--- config.mk ---
export PLATFORM = sky130hd
export DESIGN_NAME = usb_frame_timer
export DESIGN_NICKNAME = d
export VERILOG_FILES = /design/src/rtl/uft_pkg.sv /design/src/rtl/uft_regs.sv /design/src/rtl/uft_remaining.sv /design/src/rtl/uft_frame_num.sv /design/src/rtl/usb_frame_timer.sv
export SDC_FILE = /design/constraint.sdc
export NUM_CORES = 1
export LEC_CHECK = 0
export ABC_AREA = 1
export BUFFER_PORTS_ARGS = -buffer_cell sky130_fd_sc_hd__buf_2
export CORE_MARGIN = 1
export CORE_UTILIZATION = 59
export CTS_BUF_LIST = sky130_fd_sc_hd__clkbuf_4 sky130_fd_sc_hd__clkbuf_8
export CTS_CLUSTER_SIZE = 28
export DETAILED_ROUTE_END_ITERATION = 12
export GPL_TIMING_DRIVEN = 0
export PLACE_DENSITY = 0.83
export SKIP_LAST_GASP = 1
export SYNTH_ARGS = -nofsm -noshare
export SYNTH_HDL_FRONTEND = slang
export SYNTH_SLANG_ARGS = --single-unit
--- constraint.sdc ---
create_clock -name clk_i -period 1.92 [get_ports clk_i]
set_input_delay 0.096 -clock clk_i [delete_from_list [all_inputs] [get_ports clk_i]]
set_output_delay 0.096 -clock clk_i [all_outputs]
set_load 0.01 [all_outputs]
--- src/rtl/uft_pkg.sv ---
package uft_pkg;
  localparam int FI_W = 14;
  localparam int FS_W = 15;
  localparam int FN_W = 16;
  localparam int DW   = 32;

  typedef enum logic [1:0] {
    REG_IVL    = 2'd0,
    REG_REM    = 2'd1,
    REG_FNUM   = 2'd2,
    REG_PSTART = 2'd3
  } uft_reg_e;
endpackage

--- src/rtl/uft_regs.sv ---
module uft_regs
  import uft_pkg::*;
#(
  parameter int          IW     = FI_W,
  parameter int          SW     = FS_W,
  parameter int          NW     = FN_W,
  parameter logic [IW-1:0] FI_RST = IW'(11999),
  parameter logic [IW-1:0] PS_RST = IW'(10800)
) (
  input  logic          clk_i,
  input  logic          rst_ni,
  input  logic          wr_en_i,
  input  logic [1:0]    addr_i,
  input  logic [DW-1:0] wdata_i,
  input  logic [IW-1:0] rem_i,
  input  logic          rem_tgl_i,
  input  logic [NW-1:0] fn_i,
  output logic [IW-1:0] fi_o,
  output logic          fi_tgl_o,
  output logic [IW-1:0] ps_o,
  output logic [DW-1:0] rdata_o
);
  localparam int TGL_B = DW - 1;
  localparam int FS_LO = 16;

  logic [SW-1:0] fs_q;
  logic [IW-1:0] fi_q, ps_q;
  logic          tgl_q;
  logic          unused_wbits;

  assign unused_wbits = ^wdata_i[FS_LO-1:IW];

  always_ff @(posedge clk_i or negedge rst_ni) begin
    if (!rst_ni) begin
      fi_q  <= FI_RST;
      fs_q  <= '0;
      tgl_q <= 1'b0;
      ps_q  <= PS_RST;
    end else if (wr_en_i) begin
      case (uft_reg_e'(addr_i))
        REG_IVL: begin
          fi_q  <= wdata_i[IW-1:0];
          fs_q  <= wdata_i[FS_LO+SW-1:FS_LO];
          tgl_q <= wdata_i[TGL_B];
        end
        REG_PSTART: ps_q <= wdata_i[IW-1:0];
        default: ;
      endcase
    end
  end

  always_comb begin
    rdata_o = '0;
    case (uft_reg_e'(addr_i))
      REG_IVL: begin
        rdata_o[IW-1:0]            = fi_q;
        rdata_o[FS_LO+SW-1:FS_LO]  = fs_q;
        rdata_o[TGL_B]             = tgl_q;
      end
      REG_REM: begin
        rdata_o[IW-1:0] = rem_i;
        rdata_o[TGL_B]  = rem_tgl_i;
      end
      REG_FNUM:   rdata_o[NW-1:0] = fn_i;
      REG_PSTART: rdata_o[IW-1:0] = ps_q;
      default: ;
    endcase
  end

  assign fi_o     = fi_q;
  assign fi_tgl_o = tgl_q;
  assign ps_o     = ps_q;
endmodule

--- src/rtl/uft_remaining.sv ---
module uft_remaining #(
  parameter int            IW     = 14,
  parameter logic [IW-1:0] FI_RST = IW'(11999)
) (
  input  logic          clk_i,
  input  logic          rst_ni,
  input  logic          adv_i,
  input  logic [IW-1:0] fi_i,
  input  logic          fi_tgl_i,
  output logic [IW-1:0] rem_o,
  output logic          rem_tgl_o,
  output logic          wrap_o
);
  logic [IW-1:0] rem_q;
  logic          tgl_q;

  assign wrap_o = adv_i && (rem_q == '0);

  always_ff @(posedge clk_i or negedge rst_ni) begin
    if (!rst_ni) begin
      rem_q <= FI_RST;
      tgl_q <= 1'b0;
    end else if (wrap_o) begin
      rem_q <= fi_i;
      tgl_q <= fi_tgl_i;
    end else if (adv_i) begin
      rem_q <= rem_q - 1'b1;
    end
  end

  assign rem_o     = rem_q;
  assign rem_tgl_o = tgl_q;
endmodule

--- src/rtl/uft_frame_num.sv ---
module uft_frame_num #(
  parameter int NW = 16
) (
  input  logic          clk_i,
  input  logic          rst_ni,
  input  logic          step_i,
  output logic [NW-1:0] fn_o,
  output logic          sof_o,
  output logic          fno_o
);
  localparam int MSB = NW - 1;

  logic [NW-1:0] fn_q;
  logic          sof_q, fno_q;
  logic          msb_flip;

  // next increment carries into the top bit
  assign msb_flip = &fn_q[MSB-1:0];

  always_ff @(posedge clk_i or negedge rst_ni) begin
    if (!rst_ni) begin
      fn_q  <= '0;
      sof_q <= 1'b0;
      fno_q <= 1'b0;
    end else begin
      sof_q <= step_i;
      fno_q <= step_i && msb_flip;
      if (step_i) fn_q <= fn_q + 1'b1;
    end
  end

  assign fn_o  = fn_q;
  assign sof_o = sof_q;
  assign fno_o = fno_q;
endmodule

--- src/rtl/usb_frame_timer.sv ---
module usb_frame_timer
  import uft_pkg::*;
#(
  parameter int            IW     = FI_W,
  parameter int            SW     = FS_W,
  parameter int            NW     = FN_W,
  parameter logic [IW-1:0] FI_RST = IW'(11999),
  parameter logic [IW-1:0] PS_RST = IW'(10800)
) (
  input  logic          clk_i,
  input  logic          rst_ni,
  input  logic          bit_tick_i,
  input  logic          run_i,
  input  logic          wr_en_i,
  input  logic [1:0]    addr_i,
  input  logic [31:0]   wdata_i,
  output logic [31:0]   rdata_o,
  output logic          sof_o,
  output logic          fno_o,
  output logic          periodic_o
);
  logic [IW-1:0] rem_w, fi_w, ps_w;
  logic [NW-1:0] fn_w;
  logic          rem_tgl_w, fi_tgl_w, wrap_w, adv_w;

  assign adv_w = bit_tick_i && run_i;

  uft_regs #(.IW(IW), .SW(SW), .NW(NW), .FI_RST(FI_RST), .PS_RST(PS_RST)) u_regs (
    .clk_i     (clk_i),
    .rst_ni    (rst_ni),
    .wr_en_i   (wr_en_i),
    .addr_i    (addr_i),
    .wdata_i   (wdata_i),
    .rem_i     (rem_w),
    .rem_tgl_i (rem_tgl_w),
    .fn_i      (fn_w),
    .fi_o      (fi_w),
    .fi_tgl_o  (fi_tgl_w),
    .ps_o      (ps_w),
    .rdata_o   (rdata_o)
  );

  uft_remaining #(.IW(IW), .FI_RST(FI_RST)) u_rem (
    .clk_i     (clk_i),
    .rst_ni    (rst_ni),
    .adv_i     (adv_w),
    .fi_i      (fi_w),
    .fi_tgl_i  (fi_tgl_w),
    .rem_o     (rem_w),
    .rem_tgl_o (rem_tgl_w),
    .wrap_o    (wrap_w)
  );

  uft_frame_num #(.NW(NW)) u_fn (
    .clk_i  (clk_i),
    .rst_ni (rst_ni),
    .step_i (wrap_w),
    .fn_o   (fn_w),
    .sof_o  (sof_o),
    .fno_o  (fno_o)
  );

  assign periodic_o = (rem_w <= ps_w);
endmodule

# ---- After elaboration in Yosys (flattened, before gate mapping)
# Cells that the tools add are included.
dict set report totals {
  regBits 77
  inputBits 39
}
dict set report classes {
  add_sub_neg 2
  n_lt_le_gt_ge 1
  n_eq_ne 3
  muxes 6
  n_reduce_logical 9
}
# cell n
set op_table {}
lappend op_table {{$pmux W14 S4} 1}
lappend op_table {{$mux W14} 2}
lappend op_table {{$add A16 B1 Y16 const B} 1}
lappend op_table {{$mux W15} 1}
lappend op_table {{$reduce_and A15 Y1} 1}
lappend op_table {{$le A14 B14 Y1} 1}
lappend op_table {{$logic_not A14 Y1} 1}
lappend op_table {{$sub A14 B1 Y14 const B} 1}
lappend op_table {{$eq A2 B2 Y1 const B} 2}
lappend op_table {{$reduce_and A2 Y1} 2}
lappend op_table {{$logic_and A1 B1 Y1} 3}
lappend op_table {{$eq A2 B1 Y1 const B} 1}
lappend op_table {{$logic_not A2 Y1} 1}
lappend op_table {{$mux W2} 1}
lappend op_table {{$pmux W1 S2} 1}
lappend op_table {{$reduce_bool A2 Y1} 1}

# ---- Logic depth before layout (Yosys ltp)
dict set report logic_depth {
  depth_word 3
  ltp_mapped 10
}

# ---- Cells and area by module
# A second synthesis with hierarchy kept.
dict set report unflattened {
  hier_cells 656
  area_unflattened_um2 4917.2
}
# mod n_inst cells_each area_per_inst_um2
set by_module_without_submodules {}
lappend by_module_without_submodules {uft_regs 1 298 2397.3}
lappend by_module_without_submodules {uft_remaining 1 190 1229.9}
lappend by_module_without_submodules {uft_frame_num 1 97 885.8}
lappend by_module_without_submodules {usb_frame_timer 1 71 404.1}

# ---- Worst setup path after synthesis
# Ideal clock, no wire load.
dict set report synth_timing {
  path_type {reg2reg}
  startpoint {reg u_rem.rem_q[0] (netlist: u_rem.rem_o[0])}
  endpoint {reg u_rem.rem_q[8] (netlist: u_rem.rem_o[8])}
  setup_time_ps 116
  t_arrival_ps 1364
  t_required_ps 1804
  slack_ps 439
  stages_incl_launch_ff 10
  period_less_slack_ps 1481
  path_cell_list {dfstp_2 -> inv_1 -> ha_1 -> nand3_2 -> nor2_8 -> nand3_4 -> buf_6 -> nand3_1 -> nand2_1 -> nand2_1}
}
dict set report synth_via {
  elab_chain_cells 3
  word_cells_on_any_way 6
  cone_classes {add/sub (1); mux (2); reduce/logical (3)}
}
# item line_no
set synth_lines {}
lappend synth_lines {{from (decl)} uft_remaining.sv:14} ;# logic [IW-1:0] rem_q;
lappend synth_lines {{from (signal assigned)} uft_remaining.sv:24} ;# rem_q <= fi_i;
lappend synth_lines {{from (signal assigned)} uft_remaining.sv:27} ;# rem_q <= rem_q - 1'b1;
lappend synth_lines {{$sub A14 B1 Y14 / $logic_not A14 Y1 (equally long branches)} {uft_remaining.sv:27, uft_remaining.sv:17}}
lappend synth_lines {{$mux W14 / $logic_and A1 B1 Y1 (equally long branches)} {uft_remaining.sv:26, uft_remaining.sv:17}}
lappend synth_lines {{$mux W14 / $reduce_bool A2 Y1 (equally long branches)} n/a}
# Several ways; a longest one is shown, not always the timed one. The select of a mux whose other input is x is not followed.
# A chain may end at the register's enable or synchronous reset.

# ---- Final worst setup path
dict set report layout_timing {
  startpoint {reg u_regs.ps_q[9] (netlist: u_regs.ps_o[9])}
  endpoint {out periodic_o}
}
dict set report layout_via {
  elab_chain_cells 1
}
# item line_no
set layout_lines {}
lappend layout_lines {{from (decl)} uft_regs.sv:27} ;# logic [IW-1:0] fi_q, ps_q;
lappend layout_lines {{from (signal assigned)} uft_regs.sv:46} ;# REG_PSTART: ps_q <= wdata_i[IW-1:0];
lappend layout_lines {{$le A14 B14 Y1} usb_frame_timer.sv:63} ;# assign periodic_o = (rem_w <= ps_w);
lappend layout_lines {{to (decl)} usb_frame_timer.sv:20} ;# output logic periodic_o
# No other way between the ends.

==> results.ini <==
[cells_and_area]
fin_cells = 862
finalNetCount = 811
fillers = 602
design_area_um2 = 5754
area_delta_synth_final_pct = 23.33
drive_gt1_frac = 0.2224
antenna_cells = 0

[power_and_ir_drop]
p_sw_mw = 2.076
combPwrFrac = 0.333
swShare = 0.3735
clkPwrFrac = 0.255
p_leak_nw = 2.964
pwr-share-seq = 0.412
internal_power_mw = 3.482
power.density_nw_per_um2 = 965.9
ir_worst_vdd_mv = 0.5711

[critical_path]
crit_fanout = 2
worst_ep_required_time_ps = 1820
start_kind = flip-flop
worstPathArrival_ps = 1880
endpoint_kind = output pin
critPathKind = reg -> out

[cts]
cts.clk_slew.worst_paths_ps = 90
cts_buffer_depth = 2
cts_tree = yes
insertion_delay_ps = 360
cts-root-buf = clkbuf_8
cts_inserted_buffers = 9
cts_sinks = 77
h-tree-depth = 3

[global_route]
grt_pass1_vias = 4581
grt_antenna_before_repair = 0
grt_overflow = 0
grtUsageTotal = 0.3524
grt_pass1_wl_um = 22290
grt_max_degree = 44

[timing]
finalHoldViolations = 0
grt_setup_unrepaired = yes
worstMarginPinSlew_ps = 524.8
final-setup-viol-count = 1
finClkSkew_ps = 11.38
final_max_slew_viol_count = 0
slew_headroom = 0.6502
period_share = 1.027
min_period_ps = 1972
fin_tns_setup_ps = -51.69
setup_slack_ps = -51.69
max_freq_mhz = 507.2

[yosys]
synth_sequential_area_ratio = 0.4202
netlist_instances = 643
yosysUniqueCellTypes = 37
synth_warnings = 0
synth_nets = 699
syn_area_per_cell_um2 = 7.256
synth_area_um2 = 4666
ys_seq_elements = 77

[outcome]
outcome = complete, but fails checks
violations = design-rule violations, negative setup slack

[min_path]
hp-class = in -> reg

[floorplanning]
die_y_um = 90.93
dieArea_um2 = 8267
rows = 32
ios = 74
coreArea_um2 = 7687
start_util = 0.6069
fp.dieW_um = 90.93

[placed_design]
dpl_worst_slack_ps = 144.2
placed_cell_area_um2 = 5171
port_buffers = 71
dp_hpwl_um = 9731
gp_congestion = 0.9407
dp_cells = 817

[route]
drc = 1
wire_per_inst_um = 15.93
drt-initial-drc-count = 369
viasPerCell = 5.468
ant_nets = 0
drt-total-wl_um = 13730
first_pass_iters = 9
via_count = 4713

[job]
maxCapViolCount = 0

## path summary, 6_finish.rpt
| check | startpoint | end | slack (ps) | cells after the start |
|---|---|---|---|---|
| max reg2reg | u_rem.rem_o[13]$_DFFE_PN1P_ | u_fn.fn_o[4]$_DFFE_PN0P_ | 160 | 9 |
| min reg2reg | u_regs.fi_o[2]$_DFFE_PN1P_ | u_regs.fi_o[2]$_DFFE_PN1P_ | 500 | 2 |
| max | u_regs.ps_o[9]$_DFFE_PN1P_ | periodic_o | -50 | 10 |
| max in group asynchronous | rst_ni | u_regs.fi_o[2]$_DFFE_PN1P_ | 1060 | 3 |
| min in group asynchronous | rst_ni | u_fn.fn_o[11]$_DFFE_PN0P_ | 230 | 2 |
| min | wdata_i[17] | u_regs.fs_q[1]$_DFFE_PN0P_ | 6 | 3 |
## cells in the mapped netlist, drive strengths merged
master	n	area share
a21oi	29	0.031
a31oi	2	0.0027
and2	1	0.0013
buf	6	0.0078
clkbuf	11	0.0088
clkinv	2	0.0019
dfrtp	50	0.27
dfstp	27	0.15
ha	17	0.046
inv	94	0.076
nand2	199	0.16
nand3	32	0.040
nand3b	7	0.011
nand4	4	0.0054
nor2	83	0.080
nor3	5	0.0075
o2111ai	9	0.017
o211ai	3	0.0048
o21ai	49	0.053
o22ai	3	0.0040
or2	1	0.0013
xnor2	3	0.0056
xor2	6	0.011
## state kept, by name, summed over array words and instances (netlist names)
name	flops
u_fn.fn_o	16
u_regs.fs_q	15
u_regs.fi_o	14
u_regs.ps_o	14
u_rem.rem_o	14
u_fn.fno_o	1
u_fn.sof_o	1
u_regs.fi_tgl_o	1
u_rem.rem_tgl_o	1
## power by group through the flow
stage | clock (mW) | sequential (mW) | combinational [mW]
after global placement | 0 | 2.32 | 1.47
after floorplan | 0 | 2.21 | 1.13
after global routing | 1.48 | 2.32 | 2.07
after detailed placement | 0 | 2.34 | 1.53
final | 1.42 | 2.29 | 1.85
after CTS | 1.42 | 2.29 | 1.75
## repair_timing
action,4_1_cts,5_1_grt
endpoints found under the hold margin,49,0
endpoints found under the setup margin,1,4
resized for setup,15,5
pin swaps,11,5
hold buffers,21,0
buffers inserted,4,4
## worst max-delay path, stage by stage, from the launching register on
cell     delay (ps)
dfstp_2         560
inv_4            50
ha_4            270
nand2_2          40
inv_2            40
nand3_1          60
nor2_1          140
nand2_1          60
nand2_1          60
nand2_1          70
buf_2           140
## final cells by class
class,count,area [um2],share of cell area
buffer,17,77.57,0.01348
tap,102,127.6,0.02218
multi-input combinational,453,2349,0.4081
timing repair buffer,101,648.1,0.1126
inverter,96,364.1,0.06327
sequential,77,1961,0.3407
clock inverter,6,96.34,0.01674
clock buffer,10,131.4,0.02283
## per-layer routing
layer  GRT usage  vias up  share of wire
met5           0        -              0
met2      0.5745      194           0.47
met4      0.1825        0          0.037
met3     0.06145       40          0.069
li1            -     2254              -
met1      0.4501     2225           0.42
## cells in the final DEF, fill, tap and decap left out, types with 4 or more instances in the layout
cell type / n
a21oi_1: 26
buf_2: 72
buf_4: 10
clkbuf_1: 11
clkbuf_8: 9
dfrtp_1: 50
dfstp_2: 27
dlygate4sd3_1: 21
ha_1: 12
ha_4: 5
inv_1: 83
inv_2: 10
nand2_1: 193
nand2_2: 4
nand3_1: 28
nand3b_1: 7
nand4_1: 4
nor2_1: 74
nor2_2: 5
o2111ai_1: 9
o21ai_0: 36
o21ai_1: 12
xor2_1: 6
## cells by family after synthesis
group           share of synthesized area
compound gates                     0.1121
xor+xnor                          0.01690
fa+ha+maj                         0.04559
buf+inv                           0.09413
flops                              0.4202
simple gates                       0.3111
## metrics by stage
step           hold WS (ps)  total power [mW]    util
4_1_cts             0.04147             5.458  0.7438
3_5_place_dp          90.46             3.865  0.6727
5_1_grt               6.003             5.865  0.7485
2_1_floorplan        -199.6             3.339       -
3_3_place_gp          330.7             3.788  0.6698
6_report              6.071             5.558  0.7485
(Power assumes the default switching activity.)
